==> config.mk <==
export PLATFORM = sky130hd
export DESIGN_NAME = ipi_hub
export DESIGN_NICKNAME = d
export VERILOG_FILES = /design/src/rtl/ipi_pkg.sv /design/src/rtl/ipi_prio_arb.sv /design/src/rtl/ipi_target_slot.sv /design/src/rtl/ipi_sd_tracker.sv /design/src/rtl/ipi_hub.sv
export SDC_FILE = /design/constraint.sdc
export NUM_CORES = 2
export LEC_CHECK = 0
export BUFFER_PORTS_ARGS = -buffer_cell sky130_fd_sc_hd__buf_4
export CAP_MARGIN = 30
export CORE_MARGIN = 2
export CORE_UTILIZATION = 60
export CTS_BUF_LIST = sky130_fd_sc_hd__clkbuf_2
export CTS_CLUSTER_DIAMETER = 50
export DETAILED_ROUTE_END_ITERATION = 7
export GPL_ROUTABILITY_DRIVEN = 1
export GPL_TIMING_DRIVEN = 0
export PLACE_DENSITY = 0.79
export SLEW_MARGIN = 30
export SYNTH_ARGS = -nofsm -noshare
export SYNTH_HDL_FRONTEND = slang
export SYNTH_SLANG_ARGS = --single-unit
==> constraint.sdc <==
create_clock -name clk -period 8.5 [get_ports clk]
set_input_delay 2.55 -clock clk [delete_from_list [all_inputs] [get_ports clk]]
set_output_delay 2.55 -clock clk [all_outputs]
set_load 0.05 [all_outputs]
==> src/rtl/ipi_pkg.sv <==
package ipi_pkg;
  localparam int unsigned VPN_W  = 32;
  localparam int unsigned ASID_W = 8;
  localparam int unsigned CODE_W = 2;
  localparam int unsigned NCODE  = 4;

  typedef enum logic [CODE_W-1:0] {
    IPI_HALT    = 2'd0,
    IPI_OFFLINE = 2'd1,
    IPI_WAKE    = 2'd2,
    IPI_SHOOT   = 2'd3
  } ipi_code_e;

  typedef struct packed {
    logic [VPN_W-1:0]  vpn;
    logic [ASID_W-1:0] asid;
  } map_desc_t;
endpackage

==> src/rtl/ipi_prio_arb.sv <==
module ipi_prio_arb #(
  parameter int unsigned N = 4
) (
  input  logic [N-1:0] req,
  output logic [N-1:0] gnt
);
  always_comb begin
    gnt = '0;
    for (int i = N - 1; i >= 0; i--) begin
      if (req[i]) gnt = N'(1) << i;
    end
  end
endmodule

==> src/rtl/ipi_target_slot.sv <==
module ipi_target_slot
  import ipi_pkg::*;
#(
  parameter int unsigned DEPTH = 16,
  localparam int unsigned QIW  = $clog2(DEPTH),
  localparam int unsigned CW   = $clog2(DEPTH + 1)
) (
  input  logic              clk,
  input  logic              rst_n,
  input  logic              post_en,
  input  ipi_code_e         code,
  input  map_desc_t         desc,
  input  logic              clr_we,
  input  logic [NCODE-1:0]  clr_bits,
  input  logic              drain,
  input  logic [QIW-1:0]    rd_idx,
  output logic [NCODE-1:0]  pend,
  output logic              irq,
  output logic [CW-1:0]     count,
  output logic              full,
  output map_desc_t         rd_desc
);
  map_desc_t        mem [DEPTH];
  logic [CW-1:0]    base;
  logic [NCODE-1:0] set_bits, clr_eff;
  logic             append;

  assign append   = post_en && (code == IPI_SHOOT);
  assign base     = drain ? '0 : count;
  assign set_bits = post_en ? (NCODE'(1) << code) : '0;
  assign clr_eff  = clr_we ? clr_bits : '0;
  assign full     = (count == CW'(DEPTH));
  assign irq      = |pend;
  assign rd_desc  = mem[rd_idx];

  always_ff @(posedge clk) begin
    if (!rst_n) begin
      pend  <= '0;
      count <= '0;
    end else begin
      pend <= (pend & ~clr_eff) | set_bits;
      if (append)     count <= base + CW'(1);
      else if (drain) count <= '0;
    end
  end

  always_ff @(posedge clk) begin
    if (append) mem[base[QIW-1:0]] <= desc;
  end
endmodule

==> src/rtl/ipi_sd_tracker.sv <==
module ipi_sd_tracker #(
  parameter int unsigned N = 4,
  localparam int unsigned IW = (N > 1) ? $clog2(N) : 1
) (
  input  logic          clk,
  input  logic          rst_n,
  input  logic          open_en,
  input  logic [IW-1:0] open_owner,
  input  logic [N-1:0]  open_mask,
  input  logic [N-1:0]  ack,
  input  logic [N-1:0]  rel,
  output logic          busy,
  output logic [N-1:0]  hold,
  output logic [N-1:0]  done
);
  logic [IW-1:0] owner;
  logic [N-1:0]  wait_m, acked;
  logic          all_in;

  assign all_in = busy && (acked == wait_m);
  assign hold   = wait_m;
  assign done   = all_in ? (N'(1) << owner) : '0;

  always_ff @(posedge clk) begin
    if (!rst_n) begin
      busy   <= 1'b0;
      owner  <= '0;
      wait_m <= '0;
      acked  <= '0;
    end else if (open_en) begin
      busy   <= 1'b1;
      owner  <= open_owner;
      wait_m <= open_mask;
      acked  <= '0;
    end else if (all_in && rel[owner]) begin
      busy   <= 1'b0;
      wait_m <= '0;
      acked  <= '0;
    end else if (busy) begin
      acked <= acked | (ack & wait_m);
    end
  end
endmodule

==> src/rtl/ipi_hub.sv <==
module ipi_hub
  import ipi_pkg::*;
#(
  parameter int unsigned N_CORES = 4,
  parameter int unsigned DEPTH   = 16,
  localparam int unsigned IW  = (N_CORES > 1) ? $clog2(N_CORES) : 1,
  localparam int unsigned QIW = $clog2(DEPTH),
  localparam int unsigned CW  = $clog2(DEPTH + 1)
) (
  input  logic                        clk,
  input  logic                        rst_n,
  input  logic [N_CORES-1:0]          post_valid,
  output logic [N_CORES-1:0]          post_ready,
  input  logic [CODE_W*N_CORES-1:0]   post_code,
  input  logic [N_CORES-1:0]          post_bcast,
  input  logic [IW*N_CORES-1:0]       post_target,
  input  logic [VPN_W*N_CORES-1:0]    post_vpn,
  input  logic [ASID_W*N_CORES-1:0]   post_asid,
  output logic [N_CORES-1:0]          ovf_err,
  output logic [NCODE*N_CORES-1:0]    pend_mask,
  output logic [N_CORES-1:0]          irq,
  input  logic [N_CORES-1:0]          clr_we,
  input  logic [NCODE*N_CORES-1:0]    clr_bits,
  output logic [CW*N_CORES-1:0]       q_count,
  input  logic [QIW*N_CORES-1:0]      rd_idx,
  output logic [VPN_W*N_CORES-1:0]    rd_vpn,
  output logic [ASID_W*N_CORES-1:0]   rd_asid,
  input  logic [N_CORES-1:0]          q_drain,
  input  logic [N_CORES-1:0]          ack,
  output logic [N_CORES-1:0]          hold,
  output logic [N_CORES-1:0]          sd_done,
  input  logic [N_CORES-1:0]          sd_release
);
  logic [N_CORES-1:0] elig, grant, full, hit, wr_mask;
  logic               busy, accept, is_sd, reject;
  logic [IW-1:0]      sel;
  ipi_code_e          sel_code;
  map_desc_t          sel_desc;

  for (genvar i = 0; i < N_CORES; i++) begin : g_elig
    assign elig[i] = post_valid[i] &&
      !((post_code[i*CODE_W +: CODE_W] == IPI_SHOOT) && busy);
  end

  ipi_prio_arb #(.N(N_CORES)) arb_i (.req(elig), .gnt(grant));

  assign post_ready = grant;
  assign accept     = |grant;

  always_comb begin
    sel = '0;
    for (int i = N_CORES - 1; i >= 0; i--) begin
      if (grant[i]) sel = IW'(i);
    end
  end

  assign sel_code      = ipi_code_e'(post_code[sel*CODE_W +: CODE_W]);
  assign sel_desc.vpn  = post_vpn[sel*VPN_W +: VPN_W];
  assign sel_desc.asid = post_asid[sel*ASID_W +: ASID_W];
  assign is_sd         = (sel_code == IPI_SHOOT);
  assign hit     = post_bcast[sel] ? ~(N_CORES'(1) << sel)
                                   : (N_CORES'(1) << post_target[sel*IW +: IW]);
  assign wr_mask = !accept ? '0 : (is_sd ? (hit & ~full) : hit);
  assign reject  = accept && is_sd && |(hit & full);

  always_ff @(posedge clk) begin
    if (!rst_n) ovf_err <= '0;
    else        ovf_err <= reject ? (N_CORES'(1) << sel) : '0;
  end

  for (genvar j = 0; j < N_CORES; j++) begin : g_slot
    map_desc_t rdd;
    ipi_target_slot #(.DEPTH(DEPTH)) slot_i (
      .clk      (clk),
      .rst_n    (rst_n),
      .post_en  (wr_mask[j]),
      .code     (sel_code),
      .desc     (sel_desc),
      .clr_we   (clr_we[j]),
      .clr_bits (clr_bits[j*NCODE +: NCODE]),
      .drain    (q_drain[j]),
      .rd_idx   (rd_idx[j*QIW +: QIW]),
      .pend     (pend_mask[j*NCODE +: NCODE]),
      .irq      (irq[j]),
      .count    (q_count[j*CW +: CW]),
      .full     (full[j]),
      .rd_desc  (rdd)
    );
    assign rd_vpn[j*VPN_W +: VPN_W]    = rdd.vpn;
    assign rd_asid[j*ASID_W +: ASID_W] = rdd.asid;
  end

  ipi_sd_tracker #(.N(N_CORES)) trk_i (
    .clk        (clk),
    .rst_n      (rst_n),
    .open_en    (accept && is_sd && |wr_mask),
    .open_owner (sel),
    .open_mask  (wr_mask),
    .ack        (ack),
    .rel        (sd_release),
    .busy       (busy),
    .hold       (hold),
    .done       (sd_done)
  );
endmodule

# ---- After elaboration in Yosys (flattened, before gate mapping)
# Memories as Yosys holds them, arrays and structs flattened.
# Cells that the tools add are included.
dict set report totals {
  ff_bits 51
  ramBits 2560
  inputBits 234
  output_inout_bits 216
  wordCells 135
  mem_count 4
}
# name words width read_ports rd_clocked_by_memory_dff write_ports line_no
set memory_table {}
lappend memory_table {{g_slot[0].slot_i.mem} 16 40 1 0 1 ipi_target_slot.sv:23} ;# map_desc_t mem [DEPTH];
lappend memory_table {{g_slot[1].slot_i.mem} 16 40 1 0 1 ipi_target_slot.sv:23}
lappend memory_table {{g_slot[2].slot_i.mem} 16 40 1 0 1 ipi_target_slot.sv:23}
lappend memory_table {{g_slot[3].slot_i.mem} 16 40 1 0 1 ipi_target_slot.sv:23}
dict set report classes {
  addsub 4
  n_lt_le_gt_ge 2
  eq_ne 10
  n_shift 8
  n_mux 44
  bitwise_logic 19
  reduce_logical 31
}
# cell count
set op_table {}
lappend op_table {{$shiftx A128 B8 Y32} 1}
lappend op_table {{$mux W4} 18}
lappend op_table {{$mux W5} 8}
lappend op_table {{$shiftx A32 B6 Y8} 1}
lappend op_table {{$and A4 B4 Y4} 7}
lappend op_table {{$reduce_or A4 Y1} 7}
lappend op_table {{$not A4 Y4} 6}
lappend op_table {{$add A5 B1 Y5 const B} 4}
lappend op_table {{$eq A5 B5 Y1 const B} 4}
lappend op_table {{$or A4 B4 Y4} 5}
lappend op_table {{$logic_and A1 B1 Y1} 17}
lappend op_table {{$shiftx A8 B4 Y2} 2}
lappend op_table {{$shl A1 B2 Y4 const A} 4}
lappend op_table {{$mux W1} 12}
lappend op_table {{$eq A2 B2 Y1 const B} 5}
lappend op_table {{$mux W2} 4}
lappend op_table {{$lt A2 B3 Y1 const B} 2}
lappend op_table {{$bmux W1 S2} 2}
lappend op_table {{$eq A4 B4 Y1} 1}
lappend op_table {{$logic_not A1 Y1} 4}
lappend op_table {{$reduce_or A3 Y1} 1}
lappend op_table {{$reduce_and A2 Y1} 1}
lappend op_table {{$reduce_bool A2 Y1} 1}
lappend op_table {{$not A1 Y1} 1}

# ---- Depth between registers and ports, before layout
dict set report depth {
  ltp_word 21
  depth_mapped 11
  mapped_depth_nobuf 9
}

# ---- Hierarchy
# Synthesis repeated with hierarchy kept, for this count alone.
dict set report unflattened {
  hier_cells 4516
  area_unflattened_um2 101269.6
}
# mod instances cells_per_inst area_each_um2 seq_area_each_um2
set modules_own_cells {}
lappend modules_own_cells {{ipi_target_slot at g_slot[1].slot_i ...} 3 1057 24778.8 19398.6}
lappend modules_own_cells {{ipi_target_slot at g_slot[0].slot_i} 1 1053 24738.7 19398.6}
lappend modules_own_cells {ipi_hub 1 229 1606.5 80.1}
lappend modules_own_cells {ipi_sd_tracker 1 59 549.3 220.2}
lappend modules_own_cells {ipi_prio_arb 1 4 38.8 0.0}

# ---- Worst setup path after synthesis
# Ideal clock, no wire load.
dict set report synth_path {
  kind {input-to-reg}
  start {in post_code[0]}
  end {mem g_slot[0].slot_i.mem[11][0] in the netlist's numbering, enable pin}
  setup_time_ns 0.487
  arrival_time_ns 7.324
  slack_ns 0.689
  path_stages 9
  cell_sequence {nand3_1 nand2_1 inv_1 buf_2 a21oi_1 a221oi_1 a21oi_2 or4b_1 nor3_1}
}
# item line_no
set synth_rtl {}
lappend synth_rtl {{from (decl)} ipi_hub.sv:14} ;# input logic [CODE_W*N_CORES-1:0] post_code,
lappend synth_rtl {{$eq A2 B2 Y1 (*)} ipi_hub.sv:42} ;# !((post_code[i*CODE_W +: CODE_W] == IPI_SHOOT) && busy);
lappend synth_rtl {{$logic_and A1 B1 Y1 (*)} ipi_hub.sv:42}
lappend synth_rtl {{$logic_not A1 Y1 (*)} ipi_hub.sv:42}
lappend synth_rtl {{$logic_and A1 B1 Y1 (*)} ipi_hub.sv:41} ;# assign elig[i] = post_valid[i] &&
lappend synth_rtl {{$mux W4 (*)} ipi_prio_arb.sv:10} ;# if (req[i]) gnt = N'(1) << i;
lappend synth_rtl {{net post_ready[0]} ipi_hub.sv:13} ;# output logic [N_CORES-1:0] post_ready,
lappend synth_rtl {{$mux W2} ipi_hub.sv:53} ;# if (grant[i]) sel = IW'(i);
lappend synth_rtl {{$shiftx A8 B4 Y2, or another cell as far along} ipi_hub.sv:62} ;# : (N_CORES'(1) << post_target[sel*IW +: IW]);
lappend synth_rtl {{$shl A1 B2 Y4, or another cell as far along} ipi_hub.sv:62}
lappend synth_rtl {{$mux W4} ipi_hub.sv:61} ;# assign hit = post_bcast[sel] ? ~(N_CORES'(1) << sel)
lappend synth_rtl {{$and A4 B4 Y4} ipi_hub.sv:63} ;# assign wr_mask = !accept ? '0 : (is_sd ? (hit & ~full) : hit);
lappend synth_rtl {{$mux W4 (2 in a row)} ipi_hub.sv:63}
lappend synth_rtl {{$logic_and A1 B1 Y1 (*)} ipi_target_slot.sv:28} ;# assign append = post_en && (code == IPI_SHOOT);
lappend synth_rtl {{$mux W1 (*)} ipi_target_slot.sv:48} ;# if (append) mem[base[QIW-1:0]] <= desc;
lappend synth_rtl {{$mux W1 (implied by the code) (*)} ipi_target_slot.sv:48}
lappend synth_rtl {{to (decl)} ipi_target_slot.sv:23}
# The timed path passes the listed nets; every way through them passes the cells marked *. The select of a mux whose other input is x is not followed.

# ---- Final worst setup path
dict set report layout_path {
  start {in rd_idx[5]}
  end {out rd_asid[8]}
}
dict set report layout_via {
  elab_chain_len 1
}
# item line_no
set layout_rtl {}
lappend layout_rtl {{from (decl)} ipi_hub.sv:25} ;# input logic [QIW*N_CORES-1:0] rd_idx,
lappend layout_rtl {{$mem_v2 Z16 W40} --}
lappend layout_rtl {{to (decl)} ipi_hub.sv:27} ;# output logic [ASID_W*N_CORES-1:0] rd_asid,
# Every way passes these cells.

==> flow_metrics.env <==
export IMPL_fin_skew_ns=0.142
export IMPL_wl_met3_um=36500
export IMPL_yosys_top_cells_count="edfxtp_1, mux4_2, clkbuf_1"
export IMPL_path_cells="clkbuf_1 > clkbuf_1 > clkbuf_1 > mux4_2 > mux4_2 > buf_4"
export IMPL_grt_pass1_vias=53400
export IMPL_cts_sinks=2611
export IMPL_required_ns=5.95
export IMPL_cts_hold_fix_buffers=0
export IMPL_cp_slowest_cell="clkbuf_1"
export IMPL_grt_usage_pct=32.3
export IMPL_initial_core_util_pct=60.6
export IMPL_synth_seq_area_share_pct=77.7
export IMPL_synthCells=4130
export IMPL_routedWlPerCell_um=33.6
export IMPL_ys_async_sr_fraction_pct=0
export IMPL_relSlewSlack_pct=12.5
export IMPL_final_hold_viol_count=0
export IMPL_power_mw=25.5
export IMPL_vias=51800
export IMPL_crit_top_cell="clkbuf_1"
export IMPL_setup_viol_count_final=0
export IMPL_worst_path_buf_inv=4
export IMPL_grt_pass1_wl_um=378000
export IMPL_ctsResizeCount=0
export IMPL_dieArea_mm2=0.170
export IMPL_drt_met1_wl_um=90700
export IMPL_die_h_um=413
export IMPL_worst_setup_path_end_kind="primary output"
export IMPL_synth_area_mm2=0.100
export IMPL_crit_type="primary input to primary output"
export IMPL_antenna_found_initial=36
export IMPL_setup_ws_ns=0.153
export IMPL_slew_violations=0
export IMPL_top_layer="met5"
export IMPL_critPathArrivalTime_ns=5.80
export IMPL_syn_num_nets=4380
export IMPL_synth_top_cell_area_share_pct=76.7
export IMPL_maxCapViolCount=0
export IMPL_firstDrtPassIters=7
export IMPL_finalCritPeriodShare_pct=98.2
export IMPL_routed_wl_met2_um=130000
export IMPL_synthTopCellsByArea="edfxtp_1, mux4_2, dfxtp_1"
export IMPL_grt_max_degree=41
export IMPL_design_area_mm2=0.117
export IMPL_fmax_ghz=0.120
export IMPL_crit_fanout=10
export IMPL_p_per_area_mw_per_mm2=217
export IMPL_cp_start_kind="primary input"
export IMPL_drive_gt1_share_pct=44.5
export IMPL_peakVddDrop_v=0.000147
export IMPL_row_count=149
export IMPL_remaining_drc_errors=0
export IMPL_vias_per_cell=6.44
export IMPL_rsz0062_at_grt="no"
export IMPL_ios=450
export IMPL_synth_flop_cell="edfxtp_1"
export IMPL_dpl_cell_area_mm2=0.112
export IMPL_ys_types=65
export IMPL_hold_start="trk_i.hold[0]"
export IMPL_yosys_warnings=0
export IMPL_clk_latency_ns=1.93
export IMPL_fin_nets=5646
export IMPL_postCtsSetupRepairBufs=0
export IMPL_layout_cells_non_filler=8054
export IMPL_core_mm2=0.165
export IMPL_hpwl_um=181000
export IMPL_cts_tree="done"
export IMPL_cts_root_buf="clkbuf_2"
export IMPL_syn_to_final_growth_pct=17.0
export IMPL_clk_pin_slew_ns=0.12
export IMPL_ys_ff_latch=2611
export IMPL_numCtsBuffers=627
export IMPL_htreeDepth=6
export IMPL_routed_wl_um=271000
export IMPL_power_leakage_nw=39.0
export IMPL_die_width_um=413
export IMPL_synth_most_common_cell="edfxtp_1"
export IMPL_period_minus_slack_ns=8.35
export IMPL_holdCritPathClass="flip-flop to flip-flop"
export IMPL_avgSynthCellArea_um2=24.3
export IMPL_critPathMaxStageDelay_ns=0.77
export IMPL_crit_family="buffers and inverters"
export IMPL_grt_overflow_total=0
export IMPL_synth_largest_area_cell="edfxtp_1"
export IMPL_r2r_start="trk_i.busy"
export IMPL_dpl_cell_count=6950
export IMPL_pre_cts_slack_ns=-0.00146
export IMPL_cp_startpoint="rd_idx[5]"
export IMPL_status="finished, final reports clean"
export IMPL_dr_first_iter_drc_count=7700
export IMPL_gp_congestion=0.854
export IMPL_cts_buffer_depth=4
export IMPL_worst_pin_slew_ns=1.31
export IMPL_antenna_left=0
export IMPL_final_util_pct=70.9
export IMPL_synth_edf_count=2560
export IMPL_portBuffers=433
## layout make-up
type                    instances  area, um^2
diodes                         19        47.5
plain buffers                 214         915
clock buffers                 916        4580
clock inverters               163         845
fillers                      9513       48100
inverters                      21        78.8
multi-input cells            1284       22300
flip-flops and latches       2611       77900
well taps                    2189        2740
repair buffers                637        7870
## metrics by stage
| stage | hold WS (ns) | TNS, ns |
|---|---|---|
| after floorplan | 0.486 | 0 |
| after global placement | 0.493 | -8635.62 |
| after detailed placement | 0.493 | -0.00146 |
| after CTS | 0.510 | 0 |
| after global routing | 0.536 | 0 |
| final | 0.510 | 0 |
## state kept, by name (all words and copies together), names as in the netlist
register	count
ovf_err	4
g_slot.slot_i.count	20
trk_i.owner	2
g_slot.slot_i.pend	16
g_slot.slot_i.mem	2560
trk_i.busy	1
trk_i.acked	4
trk_i.hold	4
## placed cells by master (no fill, tap or decap), drive strengths merged, types with 4 or more instances in the layout
master	n
nor3b	5
o22ai	4
nand2b	8
nor2b	39
nand4	4
a31oi	5
nor2	19
nand3	12
and2	21
clkbuf	1087
dfxtp	51
buf	680
edfxtp	2560
mux2i	50
ha	16
clkinv	142
a21oi	11
nand3b	4
nand2	37
or2	4
mux4	801
or4	5
o21ai	52
diode	19
bufinv	8
nor3	16
and3	61
xnor2	11
a22oi	54
inv	32
## tightest hold or removal path, cell delays in order, from the launching register on
cell,delay (ns)
dfxtp_1,0.36
nand2_1,0.07
o21ai_1,0.05
## final timing paths
kind / end / slack, ns / cells after the start
worst max-delay path: rd_asid[8] / 0.15 / 6
worst min-delay path: trk_i.hold[0] / 0.51 / 2
worst max register to register: g_slot[2].slot_i.mem[5][3] / 3.60 / 10
worst min register to register: trk_i.hold[0] / 0.51 / 2
## power breakdown
part | leakage (nW) | internal (mW) | switching (mW)
registers | 23.5 | 14.6 | 0.0391
clock network | 4.22 | 3.10 | 4.77
logic | 11.3 | 1.11 | 1.91
## kinds of logic (layout without fill, tap and decap cells)
kind of cell	count (synthesis)	in the layout	synth area share, %
mux	851	851	18.5
other cells	0	19	0
simple gates	243	243	1.44
fa+ha+maj	16	16	0.200
buf+inv	235	1951	0.905
flops	2611	2611	77.7
compound gates	160	160	1.11
xor+xnor	14	14	0.122
## per-layer routing
| layer | GRT usage, % | up-vias |
|---|---|---|
| met1 | 40.6 | 26600 |
| met5 | 0 | - |
| li1 | - | 20900 |
| met4 | 16.5 | 24 |
| met2 | 49.8 | 3646 |
| met3 | 11.8 | 618 |
Note: power is estimated with default switching activity, not from simulation.
